[src/rtl/ctx_tlb_pkg.sv]
package ctx_tlb_pkg;
  localparam int VA_W   = 32;
  localparam int PA_W   = 32;
  localparam int PG_LSB = 12;
  localparam int ASID_W = 8;
  localparam int DOM_W  = 4;
  localparam int AP_W   = 3;
  localparam int SZ_W   = 2;
  localparam int VPN_W  = VA_W - PG_LSB;
  localparam int PFN_W  = PA_W - PG_LSB;

  typedef enum logic [1:0] {
    FL_ALL       = 2'd0,
    FL_ASID      = 2'd1,
    FL_ADDR      = 2'd2,
    FL_ADDR_ASID = 2'd3
  } flush_op_e;

  typedef struct packed {
    logic              valid;
    logic [VPN_W-1:0]  vpn;
    logic [SZ_W-1:0]   size;
    logic [PFN_W-1:0]  pfn;
    logic [ASID_W-1:0] asid;
    logic [DOM_W-1:0]  dom;
    logic [AP_W-1:0]   ap;
    logic              xn;
    logic              section;
    logic              nc;
  } tlb_entry_t;

  // offset width for a page-size code: 12, 16, 20, 24
  function automatic int size_shift(logic [SZ_W-1:0] sz);
    return PG_LSB + 4 * int'(sz);
  endfunction

  function automatic logic [VA_W-1:0] va_hi_mask(logic [SZ_W-1:0] sz);
    return {VA_W{1'b1}} << size_shift(sz);
  endfunction

  function automatic logic [PA_W-1:0] pa_hi_mask(logic [SZ_W-1:0] sz);
    return {PA_W{1'b1}} << size_shift(sz);
  endfunction

  // true when va lies inside the page described by e (tag/valid not considered)
  function automatic logic covers(tlb_entry_t e, logic [VA_W-1:0] va);
    logic [VA_W-1:0] m;
    m = va_hi_mask(e.size);
    return (({e.vpn, {PG_LSB{1'b0}}} & m) == (va & m));
  endfunction

  function automatic logic [PA_W-1:0] xlate(tlb_entry_t e, logic [VA_W-1:0] va);
    logic [PA_W-1:0] pm;
    pm = pa_hi_mask(e.size);
    return ({e.pfn, {PG_LSB{1'b0}}} & pm) | (PA_W'(va) & ~pm);
  endfunction
endpackage

[src/rtl/ctx_tlb_match.sv]
module ctx_tlb_match
  import ctx_tlb_pkg::*;
#(
  parameter int N_ENTRIES = 16
) (
  input  tlb_entry_t             ents [N_ENTRIES],
  input  logic [VA_W-1:0]        lk_va,
  input  logic [ASID_W-1:0]      lk_ctx,
  input  flush_op_e              fl_op,
  input  logic [VA_W-1:0]        fl_va,
  input  logic [ASID_W-1:0]      fl_ctx,
  output logic [N_ENTRIES-1:0]   lk_vec,
  output logic [N_ENTRIES-1:0]   fl_vec
);
  for (genvar g = 0; g < N_ENTRIES; g++) begin : g_slot
    always_comb begin
      lk_vec[g] = ents[g].valid && (ents[g].asid == lk_ctx) && covers(ents[g], lk_va);
      unique case (fl_op)
        FL_ALL:       fl_vec[g] = 1'b1;
        FL_ASID:      fl_vec[g] = (ents[g].asid == fl_ctx);
        FL_ADDR:      fl_vec[g] = covers(ents[g], fl_va);
        FL_ADDR_ASID: fl_vec[g] = ents[g].valid && (ents[g].asid == fl_ctx)
                                  && covers(ents[g], fl_va);
        default:      fl_vec[g] = 1'b0;
      endcase
    end
  end
endmodule

[src/rtl/ctx_tlb_pick.sv]
module ctx_tlb_pick #(
  parameter int N_ENTRIES = 16,
  localparam int IW = (N_ENTRIES > 1) ? $clog2(N_ENTRIES) : 1
) (
  input  logic [N_ENTRIES-1:0] vec,
  output logic                 any,
  output logic [IW-1:0]        idx
);
  // lowest set bit wins: scan downward so the last assignment is the lowest index
  always_comb begin
    any = |vec;
    idx = '0;
    for (int i = N_ENTRIES - 1; i >= 0; i--) begin
      if (vec[i]) idx = IW'(i);
    end
  end
endmodule

[src/rtl/ctx_tlb_victim.sv]
module ctx_tlb_victim #(
  parameter int N_ENTRIES = 16,
  localparam int IW = (N_ENTRIES > 1) ? $clog2(N_ENTRIES) : 1
) (
  input  logic          clk,
  input  logic          rst_n,
  input  logic          clr,
  input  logic          adv,
  output logic [IW-1:0] ptr
);
  localparam logic [IW-1:0] LAST = IW'(N_ENTRIES - 1);

  always_ff @(posedge clk or negedge rst_n) begin
    if (!rst_n)   ptr <= '0;
    else if (clr) ptr <= '0;
    else if (adv) ptr <= (ptr == LAST) ? '0 : ptr + 1'b1;
  end

  p_ptr_wrap_r4: assert property (@(posedge clk) disable iff (!rst_n)
    (adv && !clr && ptr == LAST) |=> (ptr == '0));

  p_ptr_hold_r6: assert property (@(posedge clk) disable iff (!rst_n)
    (!adv && !clr) |=> $stable(ptr));
endmodule

[src/rtl/ctx_tlb.sv]
module ctx_tlb
  import ctx_tlb_pkg::*;
#(
  parameter int N_ENTRIES = 16,
  localparam int IW = (N_ENTRIES > 1) ? $clog2(N_ENTRIES) : 1
) (
  input  logic              clk,
  input  logic              rst_n,
  input  logic              lk_valid,
  input  logic [VA_W-1:0]   lk_va,
  input  logic [ASID_W-1:0] lk_ctx,
  output logic              lk_hit,
  output logic [IW-1:0]     lk_slot,
  output logic [PA_W-1:0]   lk_pa,
  output logic [SZ_W-1:0]   lk_size,
  output logic [DOM_W-1:0]  lk_domain,
  output logic [AP_W-1:0]   lk_ap,
  output logic              lk_xn,
  output logic              lk_section,
  output logic              lk_nc,
  input  logic              ins_valid,
  input  logic [VPN_W-1:0]  ins_vpn,
  input  logic [ASID_W-1:0] ins_ctx,
  input  logic [SZ_W-1:0]   ins_size,
  input  logic [PFN_W-1:0]  ins_pfn,
  input  logic [DOM_W-1:0]  ins_domain,
  input  logic [AP_W-1:0]   ins_ap,
  input  logic              ins_xn,
  input  logic              ins_section,
  input  logic              ins_nc,
  input  logic              fl_valid,
  input  logic [1:0]        fl_op,
  input  logic [VA_W-1:0]   fl_va,
  input  logic [ASID_W-1:0] fl_ctx,
  output logic              fl_done
);
  tlb_entry_t             ents [N_ENTRIES];
  tlb_entry_t             new_ent;
  tlb_entry_t             sel;
  flush_op_e              op_e;
  logic [N_ENTRIES-1:0]   lk_vec, fl_vec, valid_vec;
  logic                   lk_any;
  logic [IW-1:0]          vptr;
  // named internal events
  logic                   ins_fire, hit_on_ptr, ptr_adv, ptr_clr;

  assign op_e = flush_op_e'(fl_op);

  ctx_tlb_match #(.N_ENTRIES(N_ENTRIES)) u_match (
    .ents(ents), .lk_va(lk_va), .lk_ctx(lk_ctx), .fl_op(op_e),
    .fl_va(fl_va), .fl_ctx(fl_ctx), .lk_vec(lk_vec), .fl_vec(fl_vec));

  ctx_tlb_pick #(.N_ENTRIES(N_ENTRIES)) u_pick (
    .vec(lk_vec), .any(lk_any), .idx(lk_slot));

  for (genvar g = 0; g < N_ENTRIES; g++) begin : g_vld
    assign valid_vec[g] = ents[g].valid;
  end

  assign ins_fire   = ins_valid && !fl_valid;
  assign hit_on_ptr = lk_valid && lk_any && (lk_slot == vptr);
  assign ptr_clr    = fl_valid && (op_e == FL_ALL);
  assign ptr_adv    = !fl_valid && (ins_fire || hit_on_ptr);

  ctx_tlb_victim #(.N_ENTRIES(N_ENTRIES)) u_victim (
    .clk(clk), .rst_n(rst_n), .clr(ptr_clr), .adv(ptr_adv), .ptr(vptr));

  always_comb begin
    new_ent         = '0;
    new_ent.valid   = 1'b1;
    new_ent.vpn     = ins_vpn;
    new_ent.size    = ins_size;
    new_ent.pfn     = ins_pfn;
    new_ent.asid    = ins_ctx;
    new_ent.dom     = ins_domain;
    new_ent.ap      = ins_ap;
    new_ent.xn      = ins_xn;
    new_ent.section = ins_section;
    new_ent.nc      = ins_nc;
  end

  always_ff @(posedge clk or negedge rst_n) begin
    if (!rst_n) begin
      for (int i = 0; i < N_ENTRIES; i++) ents[i] <= '0;
      fl_done <= 1'b0;
    end else begin
      fl_done <= fl_valid;
      if (fl_valid) begin
        for (int i = 0; i < N_ENTRIES; i++) begin
          if (fl_vec[i]) ents[i].valid <= 1'b0;
        end
      end else if (ins_fire) begin
        ents[vptr] <= new_ent;
      end
    end
  end

  assign sel        = ents[lk_slot];
  assign lk_hit     = lk_valid && lk_any;
  assign lk_pa      = xlate(sel, lk_va);
  assign lk_size    = sel.size;
  assign lk_domain  = sel.dom;
  assign lk_ap      = sel.ap;
  assign lk_xn      = sel.xn;
  assign lk_section = sel.section;
  assign lk_nc      = sel.nc;

  p_hit_valid_r1: assert property (@(posedge clk) disable iff (!rst_n)
    lk_hit |-> valid_vec[lk_slot]);

  p_insert_lands_r4: assert property (@(posedge clk) disable iff (!rst_n)
    (ins_valid && !fl_valid) |=> valid_vec[$past(vptr)]);

  p_done_pulse_r6: assert property (@(posedge clk) disable iff (!rst_n)
    fl_valid |=> fl_done);

  p_done_quiet_r6: assert property (@(posedge clk) disable iff (!rst_n)
    !fl_valid |=> !fl_done);

  p_flush_ptr_r6: assert property (@(posedge clk) disable iff (!rst_n)
    (fl_valid && fl_op != 2'd0) |=> (vptr == $past(vptr)));

  p_flush_all_r7: assert property (@(posedge clk) disable iff (!rst_n)
    (fl_valid && fl_op == 2'd0) |=> (valid_vec == '0 && vptr == '0));
endmodule

[config.mk]
export PLATFORM = sky130hd
export DESIGN_NAME = ctx_tlb
export DESIGN_NICKNAME = d
export VERILOG_FILES = /design/src/rtl/ctx_tlb_pkg.sv /design/src/rtl/ctx_tlb_match.sv /design/src/rtl/ctx_tlb_pick.sv /design/src/rtl/ctx_tlb_victim.sv /design/src/rtl/ctx_tlb.sv
export SDC_FILE = /design/constraint.sdc
export NUM_CORES = 2
export LEC_CHECK = 0
export ABC_AREA = 1
export BUFFER_PORTS_ARGS = -buffer_cell sky130_fd_sc_hd__buf_4
export CELL_PAD_IN_SITES_DETAIL_PLACEMENT = 1
export CELL_PAD_IN_SITES_GLOBAL_PLACEMENT = 1
export CORE_MARGIN = 5
export CORE_UTILIZATION = 42
export CTS_CLUSTER_SIZE = 8
export DETAILED_ROUTE_END_ITERATION = 16
export PLACE_DENSITY_LB_ADDON = 0.1
export SLEW_MARGIN = 20
export SYNTH_ARGS = -nofsm -noshare
export SYNTH_HDL_FRONTEND = slang
export SYNTH_SLANG_ARGS = --single-unit
[constraint.sdc]
create_clock -name clk -period 4.1 [get_ports clk]
set_clock_uncertainty 0.1 [all_clocks]
set_input_delay 0 -clock clk [delete_from_list [all_inputs] [get_ports clk]]
set_output_delay 0 -clock clk [all_outputs]
set_load 0.05 [all_outputs]
* After elaboration in Yosys (flattened, before gate mapping)
Cells that the tools add are included.
Widths: inputs -> output; s select.
** Cells by class
- Bitwise gates (word level) :: 55
- Muxes and demuxes :: 74
- Reduce and logical (&&, ||, !) cells :: 93
- Equal/unequal tests :: 85
- $add $sub $neg :: 18
- $lt $le $gt $ge :: 3
- Shift operators :: 17
** Operators by type and width (count)
- $and 32x32->32 :: 50
- $eq 32x32->1 :: 32
- $bwmux 976 :: 1
- $mux 976 :: 1
- $shl 32x32->32 const A :: 16
- $eq 8x8->1 :: 32
- $bmux 61 s4 :: 1
- $demux 61 s4 :: 1
- $add 4x4->5 const A :: 17
- $mux 40 :: 2
- $mux 4 :: 19
- $logic_and 1x1->1 :: 70
- $pmux 1 s4 :: 16
- $mux 61 :: 1
- $reduce_and 2->1 :: 17
- $mux 1 :: 32
- $ne 2x1->1 const B :: 16
- $not 32->32 :: 1
- $or 32x32->32 :: 1
- $shl 32x5->32 const A :: 1
- $reduce_or 16->1 :: 1
- $ge 5x5->1 const B :: 2
- $not 4->5 :: 2
- $lt 5x1->1 const B :: 1
- 10 further kinds :: 12
** Word-level totals
- Register bits :: 981
- Logic and storage cells :: 507
- Input bits :: 147

* Logic depth before layout (Yosys ltp)
- Word-level depth :: 30
- Gate-level depth with buffers :: 41

* Hierarchy
Synthesis repeated with hierarchy kept, for this count alone.
** Second synthesis, totals
- Cells, all modules :: 7763
- Area, all modules :: 56681.9 um^2
** By module, submodules not included
- ctx_tlb :: cells an instance 4446, instances 1, area an instance 40199.8 um^2, seq. area each 24448.4 um^2
- ctx_tlb_match :: cells an instance 3243, instances 1, area an instance 16062.9 um^2, seq. area each 0.0 um^2
- ctx_tlb_victim :: cells an instance 25, instances 1, area an instance 210.2 um^2, seq. area each 100.1 um^2
- ctx_tlb_pick :: cells an instance 49, instances 1, area an instance 209.0 um^2, seq. area each 0.0 um^2

* Least setup slack after synthesis
OpenSTA, ideal clock, no wires.
- Path type :: register to output
- Start point :: reg, netlist name ents[527]
- End point :: out lk_pa[0]
- Data required time :: 4.000 ns
- Data arrival time :: 4.995 ns
- Cell stages (with the launch flop) :: 31
- Path slack :: -0.995 ns
- Cell sequence :: dfrtp_1 clkbuf_1 inv_1 ha_1 nor2_1 nor2_1 o21ai_0 nand2_1 a211oi_1 o2111ai_1 nor2_1 nand2_1 nand2_1 nand2_1 nand2_1 nand2_1 nand2_1 nand2_1 nand2_2 nand2_4 buf_6 buf_2 o21ai_0 nand2_1 nand3_1 nand3_1 nand2_1 inv_2 ha_1 clkbuf_1 a21boi_0
** Between the ends
- Cells in the longest elaborated chain, start to end :: 22
- Elaborated cells between the ends (all ways) :: 24
** Ends and longest elaborated chain
- $add 4x4->5 (*) :: line ctx_tlb_pkg.sv:34 : return PG_LSB + 4 * int'(sz);
- $shl 32x32->32 (*) :: line ctx_tlb_pkg.sv:38 : return {VA_W{1'b1}} << size_shift(sz);
- $and 32x32->32 :: line ctx_tlb_pkg.sv:49 : return (({e.vpn, {PG_LSB{1'b0}}} & m) == (va & m));
- $eq 32x32->1 (*) :: line ctx_tlb_pkg.sv:49
- $logic_and 1x1->1 (*) :: line ctx_tlb_match.sv:17 : lk_vec[g] = ents[g].valid && (ents[g].asid == lk_ctx) && covers(ents[g], lk_va);
- $mux 4 (*) (8 in a row) :: line ctx_tlb_pick.sv:14 : if (vec[i]) idx = IW'(i);
- $not 4->5 (implied by the code) (*) :: line ctx_tlb.sv:98 : assign sel = ents[lk_slot];
- $bmux 61 s4 (*) :: line ctx_tlb.sv:98
- $mux 40 (implied by the code) (*) (2 in a row) :: line ctx_tlb.sv:98
- net lk_size[0] :: line ctx_tlb.sv:15 : output logic [SZ_W-1:0] lk_size,
- $add 4x4->5 (*) :: line ctx_tlb_pkg.sv:34
- $shl 32x5->32 (*) :: line ctx_tlb_pkg.sv:42 : return {PA_W{1'b1}} << size_shift(sz);
- $not 32->32 :: line ctx_tlb_pkg.sv:55 : return ({e.pfn, {PG_LSB{1'b0}}} & pm) | (PA_W'(va) & ~pm);
- $and 32x32->32 :: line ctx_tlb_pkg.sv:55
- $or 32x32->32 (*) :: line ctx_tlb_pkg.sv:55
- to (decl) :: line ctx_tlb.sv:14 : output logic [PA_W-1:0] lk_pa,
Mark *: on every way through the listed nets, which the timed path passes. The rest lies on a longest branch. The select of a mux whose other input is x is not followed.

* Worst setup path after layout
- Start point :: reg, netlist name ents[160]
- End point :: out lk_pa[16]
** Between the ends
- Cells in the longest elaborated chain, start to end :: 28
- Elaborated cells between the ends (all ways) :: 30
** Ends and longest elaborated chain (line)
- $add 4x4->5 :: ctx_tlb_pkg.sv:34
- $shl 32x32->32 :: ctx_tlb_pkg.sv:38
- $and 32x32->32 :: ctx_tlb_pkg.sv:49
- $eq 32x32->1 :: ctx_tlb_pkg.sv:49
- $logic_and 1x1->1 :: ctx_tlb_match.sv:17
- $mux 4 (14 in a row) :: ctx_tlb_pick.sv:14
- $not 4->5 (implied by the code) :: ctx_tlb.sv:98
- $bmux 61 s4 (*) :: ctx_tlb.sv:98
- $mux 40 (implied by the code) (*) (2 in a row) :: ctx_tlb.sv:98
- $add 4x4->5 :: ctx_tlb_pkg.sv:34
- $shl 32x5->32 :: ctx_tlb_pkg.sv:42
- $not 32->32 :: ctx_tlb_pkg.sv:55
- $and 32x32->32 :: ctx_tlb_pkg.sv:55
- $or 32x32->32 (*) :: ctx_tlb_pkg.sv:55
Every way passes the cells marked *; elsewhere a longest branch is shown, timed or not. The select of a mux whose other input is x is not followed.

==> impl_metrics.toml <==
[clocking]
cts_made_buffers = 141
ctsHtreeMaxLevel = 4
cts_tree = "done"
clk_latency_ns = 0.78
path_clk_slew_ns = 0.06
cts-root-buf = "clkbuf_16"
clockBufferDepth = 3
cts.sinks = 981

[power_and_ir_drop]
pwr-share-seq_pct = 37.7
p_total_mw = 37.18
power.density_nw_per_um2 = 535.1
p_switching_mw = 14.08
switching_share_pct = 37.88
clkPwrFrac_pct = 29.5
pwr-share-comb_pct = 32.8
leakagePower_nw = 32.30
p_int_mw = 23.10
peakVddDrop_mv = 0.4206

[critical_path]
crit_buf_inv = 7
arrival_ns = 4.77
cpPeakStageDelay_ns = 0.43
critPathSlowestCell = "dfrtp_2"
path_max_fanout = 8
critPathCaptureType = "output pin"
startpoint_type = "flip-flop"
crit_path_frequent_cell = "nand2_1"
crit_required_ns = 4.00
criticalPathCategory = "reg2out"
critPathTopFamily = "simple AND/OR/NAND/NOR gates"

[timing]
layout_setup_ws_ns = -0.7658
slew-limit-headroom_pct = 23.73
hold_violations = 0
min_period_ns = 4.866
final.setup.tns_ns = -27.00
fmax_mhz = 205.5
worst_pin_slew_ns = 1.134
hold_ws_ns = 0.04090
maxSlewViolCount = 0
rsz0062_at_grt = "yes"
setup_viol = 42
post-route-period-util_pct = 118.7

[synthesis]
yosysWarnings = 0
synth_nets = 7590
ys_types = 53
synth_cells = 7382
yosysSeqAreaShare_pct = 44.62
syn_area_um2 = 55020
postSynthAreaPerCell_um2 = 7.453
ys_ff_latch = 981

[route]
drt_iter0_drc = 5153
drc = 0
wire_per_inst_um = 27.27
ant_nets = 0
wirelength_mm = 264.7
dr.pass1.iters = 6
via_per_inst = 5.862
vias = 56900

[finish]
finalInstanceArea_um2 = 69480
layout_commonest_cell = "nand2_1"
layout_common_cells = "nand2_1 (2220), o21ai_0 (1030), dfrtp_1 (975)"
nNetsFinal = 8144
syn2layout_area_growth_pct = 26.28
layout-drive-gt1-share_pct = 16.24
n_fill_cell = 15850
fin_util_pct = 53.52
stdcell_count = 9706

[hold_path]
hold_class = "in2reg"

[floorplanning]
die_w_um = 371.9
coreArea_um2 = 129800
boundaryPins = 197
die_area_um2 = 138300
initial_core_util_pct = 42.38
rows = 132
die_y_um = 371.9

[global_routing]
grt_max_degree = 108
antenna_found_initial = 8
grt_pass1_vias = 58680
track_usage_pct = 37.45
grt.overflow.total = 0
grt_pass1_wl_mm = 386.1

[status]
status = "complete, but fails checks"
violations = "negative setup slack"

[placement]
gp_congestion = 0.9918
placed_area_um2 = 61430
dp_hpwl_mm = 176.2
portBuffers = 196
pre_cts_ws_ns = -0.8846
placed_cells = 9326

[flow_run]
maxCapViolCount = 0
[area by class of cell]
class	instances	area (µm²)	area share [%]
Multi-Input combinational cell	5292	27500	39.58
Clock buffer	153	3657	5.264
Inverter	604	2328	3.351
Tap cell	1742	2180	3.137
Antenna cell	6	15.01	0.02161
Clock inverter	12	254.0	0.3656
Sequential cell	981	24560	35.34
Timing Repair Buffer	916	8986	12.93
[routing by layer]
metal / wire (µm) / up-vias / track usage (%)
li1: - / 25180 / -
met2: 121400 / 2223 / 60.06
met4: 18490 / 6 / 22.73
met3: 18970 / 742 / 6.328
met5: 32 / - / 0
met1: 105800 / 28750 / 47.49
[logic make-up after synthesis]
logic type	share of synthesized area, %
AOI/OAI and AO/OA	15.99
buffers and inverters	8.101
and+or+nand+nor	24.13
xor gates and xnor gates	5.779
adders and majority gates	1.387
DFF	44.62
[sequential cells by signal, summed over array words and instances, names as in the netlist]
signal	cells
fl_done	1
ents	976
u_victim.ptr	4
[power groups by stage]
stage	registers [mW]	logic, mW	clock network [mW]
final	14.0	12.2	11.0
after global routing	14.3	13.2	11.5
after CTS	13.9	11.7	11.1
after detailed placement	14.1	10.9	0
after global placement	14.0	10.6	0
after floorplan	13.4	6.75	0
[worst min-delay path: cells and delay by family]
kind / cells / cell delay (ns)
and+or+nand+nor: 1 / 0.07
buffers and inverters: 2 / 0.76
AOI/OAI and AO/OA: 1 / 0.06
[worst paths after layout]
| path | start | to | slack [ns] | cells past startpoint |
|---|---|---|---|---|
| max in group asynchronous | rst_n | ents[100] | 2.57 | 4 |
| min in group asynchronous | rst_n | ents[563] | 0.49 | 4 |
| min reg2reg | ents[487] | ents[487] | 0.37 | 2 |
| max reg2reg | ents[100] | u_victim.ptr[0] | 0.22 | 34 |
| min | ins_vpn[14] | ents[542] | 0.04 | 4 |
| max | ents[160] | lk_pa[16] | -0.77 | 37 |
[cell usage after synthesis, drive strengths merged]
cell     number  share of area (%)
o311ai        2              0.032
or2          22               0.25
clkbuf      346                2.4
nand3b        6              0.082
a21boi        8               0.11
nor4b         3              0.048
a21oi       143                1.3
xor2        195                3.1
o221a         1              0.020
inv         596                4.1
a22o          3              0.048
or4           3              0.041
a211oi        8               0.11
nand2      2308                 16
o22ai       178                2.0
a221oi       17               0.27
o21a          1              0.014
o31ai         4              0.055
o2111ai      19               0.30
a31oi         8              0.091
nor2        359                2.4
nand3       371                3.4
xnor2       168                2.7
and3          3              0.034
clkinv        8              0.055
o21ai      1104                 10
a2111oi       9               0.14
o221ai       11               0.18
nor4         72               0.82
nor3b         1              0.014
nand4        83               0.94
ha           61                1.4
or3           1              0.011
a221o         2              0.036
dfrtp       981                 45
a311oi        2              0.032
o41ai        25               0.40
o21bai        1              0.014
nor3         32               0.29
a41oi         8               0.13
buf         163                1.6
o211ai       46               0.64
[repair_timing]
item | in CTS | in global routing
hold endpoints to repair | 1686 | 0
resized for setup | 278 | 220
hold buffers | 132 | 0
setup endpoints to repair | 48 | 48
setup buffers | 31 | 23
cloned | 20 | 7
pin swaps | 55 | 75
No activity file was read; power rests on OpenSTA's default activity.
